$ cat src/rtl/gcr_pkg.sv
// Package gcr_pkg
// Shared constants and types for the GPIO/control register bank.
// Assumes a 16-bit data path and a 6-bit byte offset.
package gcr_pkg;
    localparam int DATA_W = 16;
    localparam int LINES  = 16;
    localparam int OFF_W  = 6;

    localparam logic [DATA_W-1:0] STATUS_RESET = 16'h0002;
    localparam int                PWR_TRIG_BIT = 7;
    localparam logic [DATA_W-1:0] PWR_FORCE    = 16'h8040;

    typedef enum logic [3:0] {
        SEL_MODE, SEL_CDET, SEL_STAT, SEL_PWR, SEL_CCTL,
        SEL_IREQ, SEL_IMSK, SEL_ISTS, SEL_DIR, SEL_LVLW,
        SEL_LVLR, SEL_NONE
    } reg_sel_e;

    typedef struct packed {
        logic [DATA_W-1:0] mode;
        logic [DATA_W-1:0] cdet;
        logic [DATA_W-1:0] power;
        logic [DATA_W-1:0] cctl;
        logic [DATA_W-1:0] ireq;
        logic [DATA_W-1:0] imask;
        logic [DATA_W-1:0] istat;
    } ctrl_bank_t;
endpackage

$ cat src/rtl/gcr_decode.sv
// Module gcr_decode
// Maps a byte offset to a register selector. Purely combinational.
// Assumes registers sit on 4-byte boundaries. Anything else maps to SEL_NONE.
module gcr_decode
    import gcr_pkg::*;
(
    input  logic [OFF_W-1:0] off,
    output reg_sel_e         sel
);
    // Offset lookup
    always_comb begin
        case (off)
            6'h00:   sel = SEL_MODE;
            6'h04:   sel = SEL_CDET;
            6'h08:   sel = SEL_STAT;
            6'h0C:   sel = SEL_PWR;
            6'h10:   sel = SEL_CCTL;
            6'h14:   sel = SEL_IREQ;
            6'h18:   sel = SEL_IMSK;
            6'h1C:   sel = SEL_ISTS;
            6'h20:   sel = SEL_DIR;
            6'h24:   sel = SEL_LVLW;
            6'h28:   sel = SEL_LVLR;
            default: sel = SEL_NONE;
        endcase
    end
endmodule

$ cat src/rtl/gcr_ctrl_bank.sv
// Module gcr_ctrl_bank
// Holds the plain control words and applies the power-register force rule.
// Assumes wr_en is already qualified as a legal write by the top.
module gcr_ctrl_bank
    import gcr_pkg::*;
(
    input  logic              clk,
    input  logic              rst_n,
    input  logic              wr_en,
    input  reg_sel_e          sel,
    input  logic [DATA_W-1:0] wdata,
    output ctrl_bank_t        bank
);
    logic [DATA_W-1:0] pwr_val;

    // Power value with forced bits when the trigger bit is set
    always_comb pwr_val = wdata | (wdata[PWR_TRIG_BIT] ? PWR_FORCE : '0);

    // Register storage
    always_ff @(posedge clk) begin
        if (!rst_n) begin
            bank <= '0;
        end else if (wr_en) begin
            case (sel)
                SEL_MODE: bank.mode  <= wdata;
                SEL_CDET: bank.cdet  <= wdata;
                SEL_PWR:  bank.power <= pwr_val;
                SEL_CCTL: bank.cctl  <= wdata;
                SEL_IREQ: bank.ireq  <= wdata;
                SEL_IMSK: bank.imask <= wdata;
                SEL_ISTS: bank.istat <= wdata;
                default:  ;
            endcase
        end
    end

    a_r3_power_force: assert property (@(posedge clk) disable iff (!rst_n)
        (wr_en && sel == SEL_PWR && wdata[PWR_TRIG_BIT])
        |=> (bank.power[15] && bank.power[6]));
endmodule

$ cat src/rtl/gcr_gpio_port.sv
// Module gcr_gpio_port
// Direction, level and driven-output registers of the general-purpose port.
// Assumes dir_we and lvl_we are never high together (they are distinct offsets).
// An input change overrides a same-cycle level write on that bit.
module gcr_gpio_port #(
    parameter int N = 16
) (
    input  logic         clk,
    input  logic         rst_n,
    input  logic         dir_we,
    input  logic         lvl_we,
    input  logic [N-1:0] wdata,
    input  logic [N-1:0] line_in,
    output logic [N-1:0] dir_q,
    output logic [N-1:0] lvl_q,
    output logic [N-1:0] out_q
);
    logic [N-1:0] in_prev;
    logic [N-1:0] in_chg;
    logic [N-1:0] lvl_n;

    // Input change detection
    always_comb in_chg = line_in ^ in_prev;

    // Next level, one bit at a time
    for (genvar i = 0; i < N; i++) begin : g_lvl
        always_comb begin
            if (in_chg[i])   lvl_n[i] = line_in[i];
            else if (lvl_we) lvl_n[i] = wdata[i] & dir_q[i];
            else             lvl_n[i] = lvl_q[i];
        end
    end

    // State update: direction, level, input history, driven outputs
    always_ff @(posedge clk) begin
        if (!rst_n) begin
            dir_q   <= '0;
            lvl_q   <= '0;
            in_prev <= '0;
            out_q   <= '0;
        end else begin
            in_prev <= line_in;
            lvl_q   <= lvl_n;
            if (dir_we) begin
                dir_q <= wdata;
                out_q <= lvl_q & wdata;
            end else if (lvl_we) begin
                out_q <= wdata & dir_q;
            end
        end
    end

    a_r7_out_frozen: assert property (@(posedge clk) disable iff (!rst_n)
        !(dir_we || lvl_we) |=> $stable(out_q));

    a_r5_level_masked: assert property (@(posedge clk) disable iff (!rst_n)
        (lvl_we && in_chg == '0) |=> ((lvl_q & ~$past(dir_q)) == '0));
endmodule

$ cat src/rtl/gpio_ctl_regfile.sv
// Module gpio_ctl_regfile
// Top of the register bank: decode, read mux, error pulse and submodules.
// Assumes single-cycle strobes. Read data and the error flag are registered.
module gpio_ctl_regfile
    import gcr_pkg::*;
(
    input  logic              clk,
    input  logic              rst_n,
    input  logic              wr_en,
    input  logic              rd_en,
    input  logic [OFF_W-1:0]  addr,
    input  logic [DATA_W-1:0] wdata,
    output logic [DATA_W-1:0] rdata,
    output logic              bad_access,
    input  logic [LINES-1:0]  line_in,
    output logic [LINES-1:0]  line_out
);
    reg_sel_e          sel;
    ctrl_bank_t        bank;
    logic [LINES-1:0]  dir_q;
    logic [LINES-1:0]  lvl_q;
    logic              wr_legal;
    logic              wr_bad;
    logic              rd_bad;
    logic [DATA_W-1:0] rd_mux;

    gcr_decode u_dec (.off(addr), .sel(sel));

    // Legality of the current access
    always_comb begin
        wr_bad   = wr_en && (sel == SEL_NONE || sel == SEL_STAT);
        wr_legal = wr_en && !wr_bad;
        rd_bad   = rd_en && (sel == SEL_NONE);
    end

    gcr_ctrl_bank u_ctrl (
        .clk(clk), .rst_n(rst_n), .wr_en(wr_legal), .sel(sel),
        .wdata(wdata), .bank(bank)
    );

    gcr_gpio_port #(.N(LINES)) u_gpio (
        .clk(clk), .rst_n(rst_n),
        .dir_we(wr_legal && sel == SEL_DIR),
        .lvl_we(wr_legal && (sel == SEL_LVLW || sel == SEL_LVLR)),
        .wdata(wdata), .line_in(line_in),
        .dir_q(dir_q), .lvl_q(lvl_q), .out_q(line_out)
    );

    // Read data selection
    always_comb begin
        case (sel)
            SEL_MODE: rd_mux = bank.mode;
            SEL_CDET: rd_mux = bank.cdet;
            SEL_STAT: rd_mux = STATUS_RESET;
            SEL_PWR:  rd_mux = bank.power;
            SEL_CCTL: rd_mux = bank.cctl;
            SEL_IREQ: rd_mux = bank.ireq;
            SEL_IMSK: rd_mux = bank.imask;
            SEL_ISTS: rd_mux = bank.istat;
            SEL_DIR:  rd_mux = dir_q;
            SEL_LVLW,
            SEL_LVLR: rd_mux = lvl_q;
            default:  rd_mux = '0;
        endcase
    end

    // Registered read data and error pulse
    always_ff @(posedge clk) begin
        if (!rst_n) begin
            rdata      <= '0;
            bad_access <= 1'b0;
        end else begin
            if (rd_en) rdata <= rd_mux;
            bad_access <= wr_bad || rd_bad;
        end
    end

    a_r9_bad_has_cause: assert property (@(posedge clk) disable iff (!rst_n)
        bad_access |-> $past(wr_en || rd_en));

    a_r10_rdata_hold: assert property (@(posedge clk) disable iff (!rst_n)
        !rd_en |=> $stable(rdata));
endmodule

$ cat config.mk
export PLATFORM = sky130hd
export DESIGN_NAME = gpio_ctl_regfile
export DESIGN_NICKNAME = d
export VERILOG_FILES = /design/src/rtl/gcr_pkg.sv /design/src/rtl/gcr_decode.sv /design/src/rtl/gcr_ctrl_bank.sv /design/src/rtl/gcr_gpio_port.sv /design/src/rtl/gpio_ctl_regfile.sv
export SDC_FILE = /design/constraint.sdc
export NUM_CORES = 1
export LEC_CHECK = 0
export BUFFER_PORTS_ARGS = -buffer_cell sky130_fd_sc_hd__buf_2
export CAP_MARGIN = 20
export CELL_PAD_IN_SITES_DETAIL_PLACEMENT = 1
export CELL_PAD_IN_SITES_GLOBAL_PLACEMENT = 2
export CORE_MARGIN = 4
export CORE_UTILIZATION = 30
export DETAILED_ROUTE_END_ITERATION = 10
export PLACE_DENSITY_LB_ADDON = 0.1
export SLEW_MARGIN = 20
export SYNTH_ARGS = -nofsm -noshare
export SYNTH_HDL_FRONTEND = slang
export SYNTH_SLANG_ARGS = --single-unit
export TNS_END_PERCENT = 50
$ cat constraint.sdc
create_clock -name clk -period 2.7 [get_ports clk]
set_input_delay 0.135 -clock clk [delete_from_list [all_inputs] [get_ports clk]]
set_output_delay 0.135 -clock clk [all_outputs]
set_load 0.005 [all_outputs]
==> results by stage <==
Place:
- Port buffering added 74 buffers.
- Detailed placement ended at an HPWL of about 19 mm.
- Routability-driven placement finished with a final weighted congestion of 0.7698.
- The number of instances in the placed design is 1365.

Critical path:
- The required time of the worst setup path is ~3.1 ns.
- The critical path goes through buf_2, or4b_1, nor3_4, and3_1, buf_4, nand2_1, a21boi_0.
- In this run the register-to-register setup slack is roughly 1.3 ns.
- The setup path with the least slack is of type input pin to register.
- Following the worst setup path forward leads to its endpoint at u_ctrl.bank[52]$_SDFFE_PN0P_.
- The largest single stage delay on the critical path is ~0.67 ns.
- The first element of the critical path is addr[5].
- The highest net fanout along the worst path is 16.
- Measured in cells, the most critical reg-to-reg path has a length of 3.
- Counting both buffers and inverters, the worst setup path holds a total of 2.
- In this run the number of cells on the critical path is 7.
- The end of the worst register-to-register path is rdata[3]$_SDFFE_PN0P_.
- On the critical path the largest part of the delay comes from simple AND/OR/NAND/NOR gates.
- The endpoint kind of the worst setup timing path is a register.
- The highest-delay cell along the critical path is or4b_1.
- The startpoint type of the worst setup path is an input pin.
- The reg-to-reg critical path startpoint is u_ctrl.bank[35]$_SDFFE_PN0P_.
- The signal arrival time at the worst endpoint is between 2 and 2.5 ns.

Die:
- Measured along the x axis, the die boundary spans about 170 µm.
- The die area is between 20000 and 30000 µm².
- The initial utilization of the core area, before any placement, comes to 30.45%.
- For this design the top-level I/O count stands at 75.
- The vertical extent of the die is between 150 and 200 µm.
- The core region is 26880 µm².
- The number of rows in the core area is 60.

Logic synthesis:
- The number of register bits inferred by synthesis is a little under 200.
- Of all flip-flops after synthesis, the portion carrying an async set or reset was 0%.
- The number of synthesized flops with an enable pin is 0.
- Ranked by instance count, the synthesized netlist is headed by 304 x nand2_1, 193 x dfxtp_1, 95 x a21boi_0.
- Among all flip-flop cells after synthesis, the most frequent one is dfxtp_1.
- Yosys attributes the largest share of cell area to dfxtp_1 47%, nand2_1 14%, a21boi_0 8.7%.
- The average footprint of a synthesized cell is 8.167 µm².
- The cell count after synthesis is 1002.
- The top cell type's share of synthesized area is a little under half.
- The sequential-to-total area share from yosys stat is approximately 47%.
- After synthesis the cells add up to approximately 8000 µm².
- During synthesis, Yosys emitted a total of 0 warnings.
- The cell type with the largest total area after synthesis is dfxtp_1.
- The number of nets handed over by synthesis was about 1000.
- The most frequently used cell type in the post-synthesis netlist is nand2_1.
- Synthesis instantiated 32 different standard cells from the library.

Run status:
- The run finished with clean final reports.

STA:
- At the pin with the least slew margin, the transition time is 0.6830 ns.
- Setup violations remaining at the end of the flow were counted as 0.
- The number of endpoints with negative hold slack in the final report came to 0.
- Setup repair after global routing left no endpoint under its margin.
- The minimum clock period after layout is around 1.9 ns.
- The headroom to the max-slew limit is ~54%.
- The final setup skew is roughly 0.023 ns.
- The top achievable clock speed is approximately 0.54 GHz.
- Of the available clock period, the critical path in the final layout requires between 60% and 70%.
- The sum of negative setup slack is 0 ns.
- The number of pins with negative max-slew slack in the final report came to 0.

Finish:
- The fraction of layout instances using a drive strength above 1 is 14.02%.
- From synthesis to final layout, the design area changed by 18.10%.
- The net count of the finished layout is 1101.
- The finished layout holds 1411 standard cells, fillers aside.
- Counting the fill cells in the layout gives between 3000 and 4000.
- At the end of the flow the core is filled with cells to 35.96%.
- 0 antenna diodes ended up in the layout.

CTS:
- The number of sinks driven by the clock tree is roughly 190.
- The number of clock buffers added by TritonCTS is 17.
- Once the clock tree was built, the setup fixing pass inserted 0 buffers.
- For this design, the CTS-stage hold fixing added 16 buffers.
- The CTS tree is built.
- The clock-pin slew of the registers on the worst-case setup and hold paths is about 0.070 ns.
- CTS placed an instance of clkbuf_16 at the clock tree root.
- In this run the number of H-tree levels came out at 4.
- Post-CTS repair changed the size of 0 cells.
- The maximum buffer depth of the clock tree is 2.
- The source-to-sink clock delay at the later pin of the worst-skew pair is between 0.4 and 0.5 ns.

Drt:
- The routed wire length per instance is between 15 and 20 µm.
- In this run, the number of DRC markers left after iteration 0 of detailed routing was about 400.
- In the routed design, unresolved DRC markers number 0.
- Once detail routing completed, the nets flagged for antenna violations numbered 0.
- The total wire length after detailed routing is 28.07 mm.
- The via total after detailed routing is about 7200.
- In the routed layout, each cell is associated on average with a via count of 5.095.
- The number of search-and-repair iterations in the first detailed-routing pass is 4.

Pwr:
- Dividing total power by cell area gives a power density of slightly above 600 nW/µm².
- The maximum VDD drop is 422.7 µV.
- The combinational group share of total power is 5.0%.
- The cell-internal power is approximately 4.5 mW.
- The switching power total is approximately 1.4 mW.
- The switching part of the total power is 23.39%.
- The portion of total power attributed to sequential cells is approximately half.
- The leakage component of the power is about 3.3 nW.
- In this run, the clock network consumes between 40 and 50% of the power.

Global routing:
- The number of global-route vias before repair came to about 7200.
- The number of antenna violations at the first check in global routing was 0.
- The total overflow left after global routing is 0.
- Global routing used a little under a fifth of the available tracks.
- The pin count of the biggest net entering global routing is between 60 and 70.
- The fraction of met1 tracks used by global routing is between 20% and 30%.
- The first-pass GRT wire length is 44.55 mm.
- The met3 capacity usage during global routing is 2.602%.
- The layer with the highest usage is met1.
- For this run, global-route usage on met2 was measured as between 20% and 30%.

Worst hold path:
- The type of the worst min-delay path is input pin to register.

Run:
- The max-capacitance violation count is 0.
==> logic make-up after synthesis <==
logic type	Yosys count	share of synthesized area (%)
simple gates	394	20.93
buf+inv	106	5.550
flops	193	47.22
compound gates	309	26.30
==> worst register-to-register path, delay by kind of cell (launching register included) <==
family | cells | cell delay (ns)
compound gates | 3 | 0.94
flops | 1 | 0.32
==> through the flow <==
stage / worst slack, ns / power, mW / area (µm²) / hold slack [ns]
global route: 0.6690 / 6.153 / 9664 / 0.03352
detailed placement: 0.3839 / 3.257 / 8894 / 0.3671
finish: 0.8435 / 5.928 / 9664 / 0.01599
floorplan: 0.8719 / 3.130 / 8183 / 0.2567
CTS: 0.8256 / 6.001 / 9664 / 0.008662
global placement: 0.3931 / 3.259 / 8894 / 0.3633
==> state kept, by name, indices dropped and copies added, names as in the netlist <==
name and count:
rdata 16, u_gpio.dir_q 16, u_gpio.in_prev 16, bad_access 1
u_gpio.lvl_q 16, u_gpio.out_q 16, u_ctrl.bank 112
==> metal layers <==
layer | part of all wire, % | wire length (µm) | up-vias
li1 | - | - | 3566
met1 | 55 | 15480 | 3502
met2 | 41 | 11620 | 109
met3 | 2.8 | 781 | 12
met4 | 0.66 | 186 | 0
met5 | 0 | 0 | -
==> how the worst min path moves through the flow <==
stage                     depth (start not counted)                           end  startpoint
after floorplan                                   1  u_gpio.in_prev[0]$_SDFF_PN0_  line_in[0]
after global placement                            2  u_gpio.in_prev[2]$_SDFF_PN0_  line_in[2]
after detailed placement                          2  u_gpio.in_prev[3]$_SDFF_PN0_  line_in[3]
after CTS                                         3         bad_access$_SDFF_PN0_       wr_en
after global routing                              3         bad_access$_SDFF_PN0_       wr_en
final                                             3         bad_access$_SDFF_PN0_       wr_en
==> power by group through the flow <==
stage	clock (mW)	sequential [mW]	combinational [mW]
after floorplan	0	2.96	0.167
after global placement	0	2.97	0.285
after detailed placement	0	2.97	0.283
after CTS	2.79	2.91	0.302
after global routing	2.91	2.91	0.332
final	2.72	2.91	0.299
==> area by class of cell <==
type | instances | area [µm²] | area share, %
timing repair buffer | 126 | 828.3 | 8.571
clock inverter | 11 | 177.7 | 1.838
tap | 341 | 426.7 | 4.415
inverter | 18 | 67.56 | 0.6991
sequential | 193 | 3864 | 39.98
multi-input combinational | 703 | 3867 | 40.02
clock buffer | 19 | 432.9 | 4.480
==> cell usage in the layout, fill, tap and decap left out, types with 25 or more instances in the layout <==
cell / instances
nand2_1: 303
dfxtp_1: 193
a21boi_0: 95
buf_2: 73
a21oi_1: 59
buf_4: 35
o21ai_0: 34
a31oi_1: 32
a22o_1: 30
a221oi_1: 30
nand3_1: 25
(Power assumes the default switching activity.)
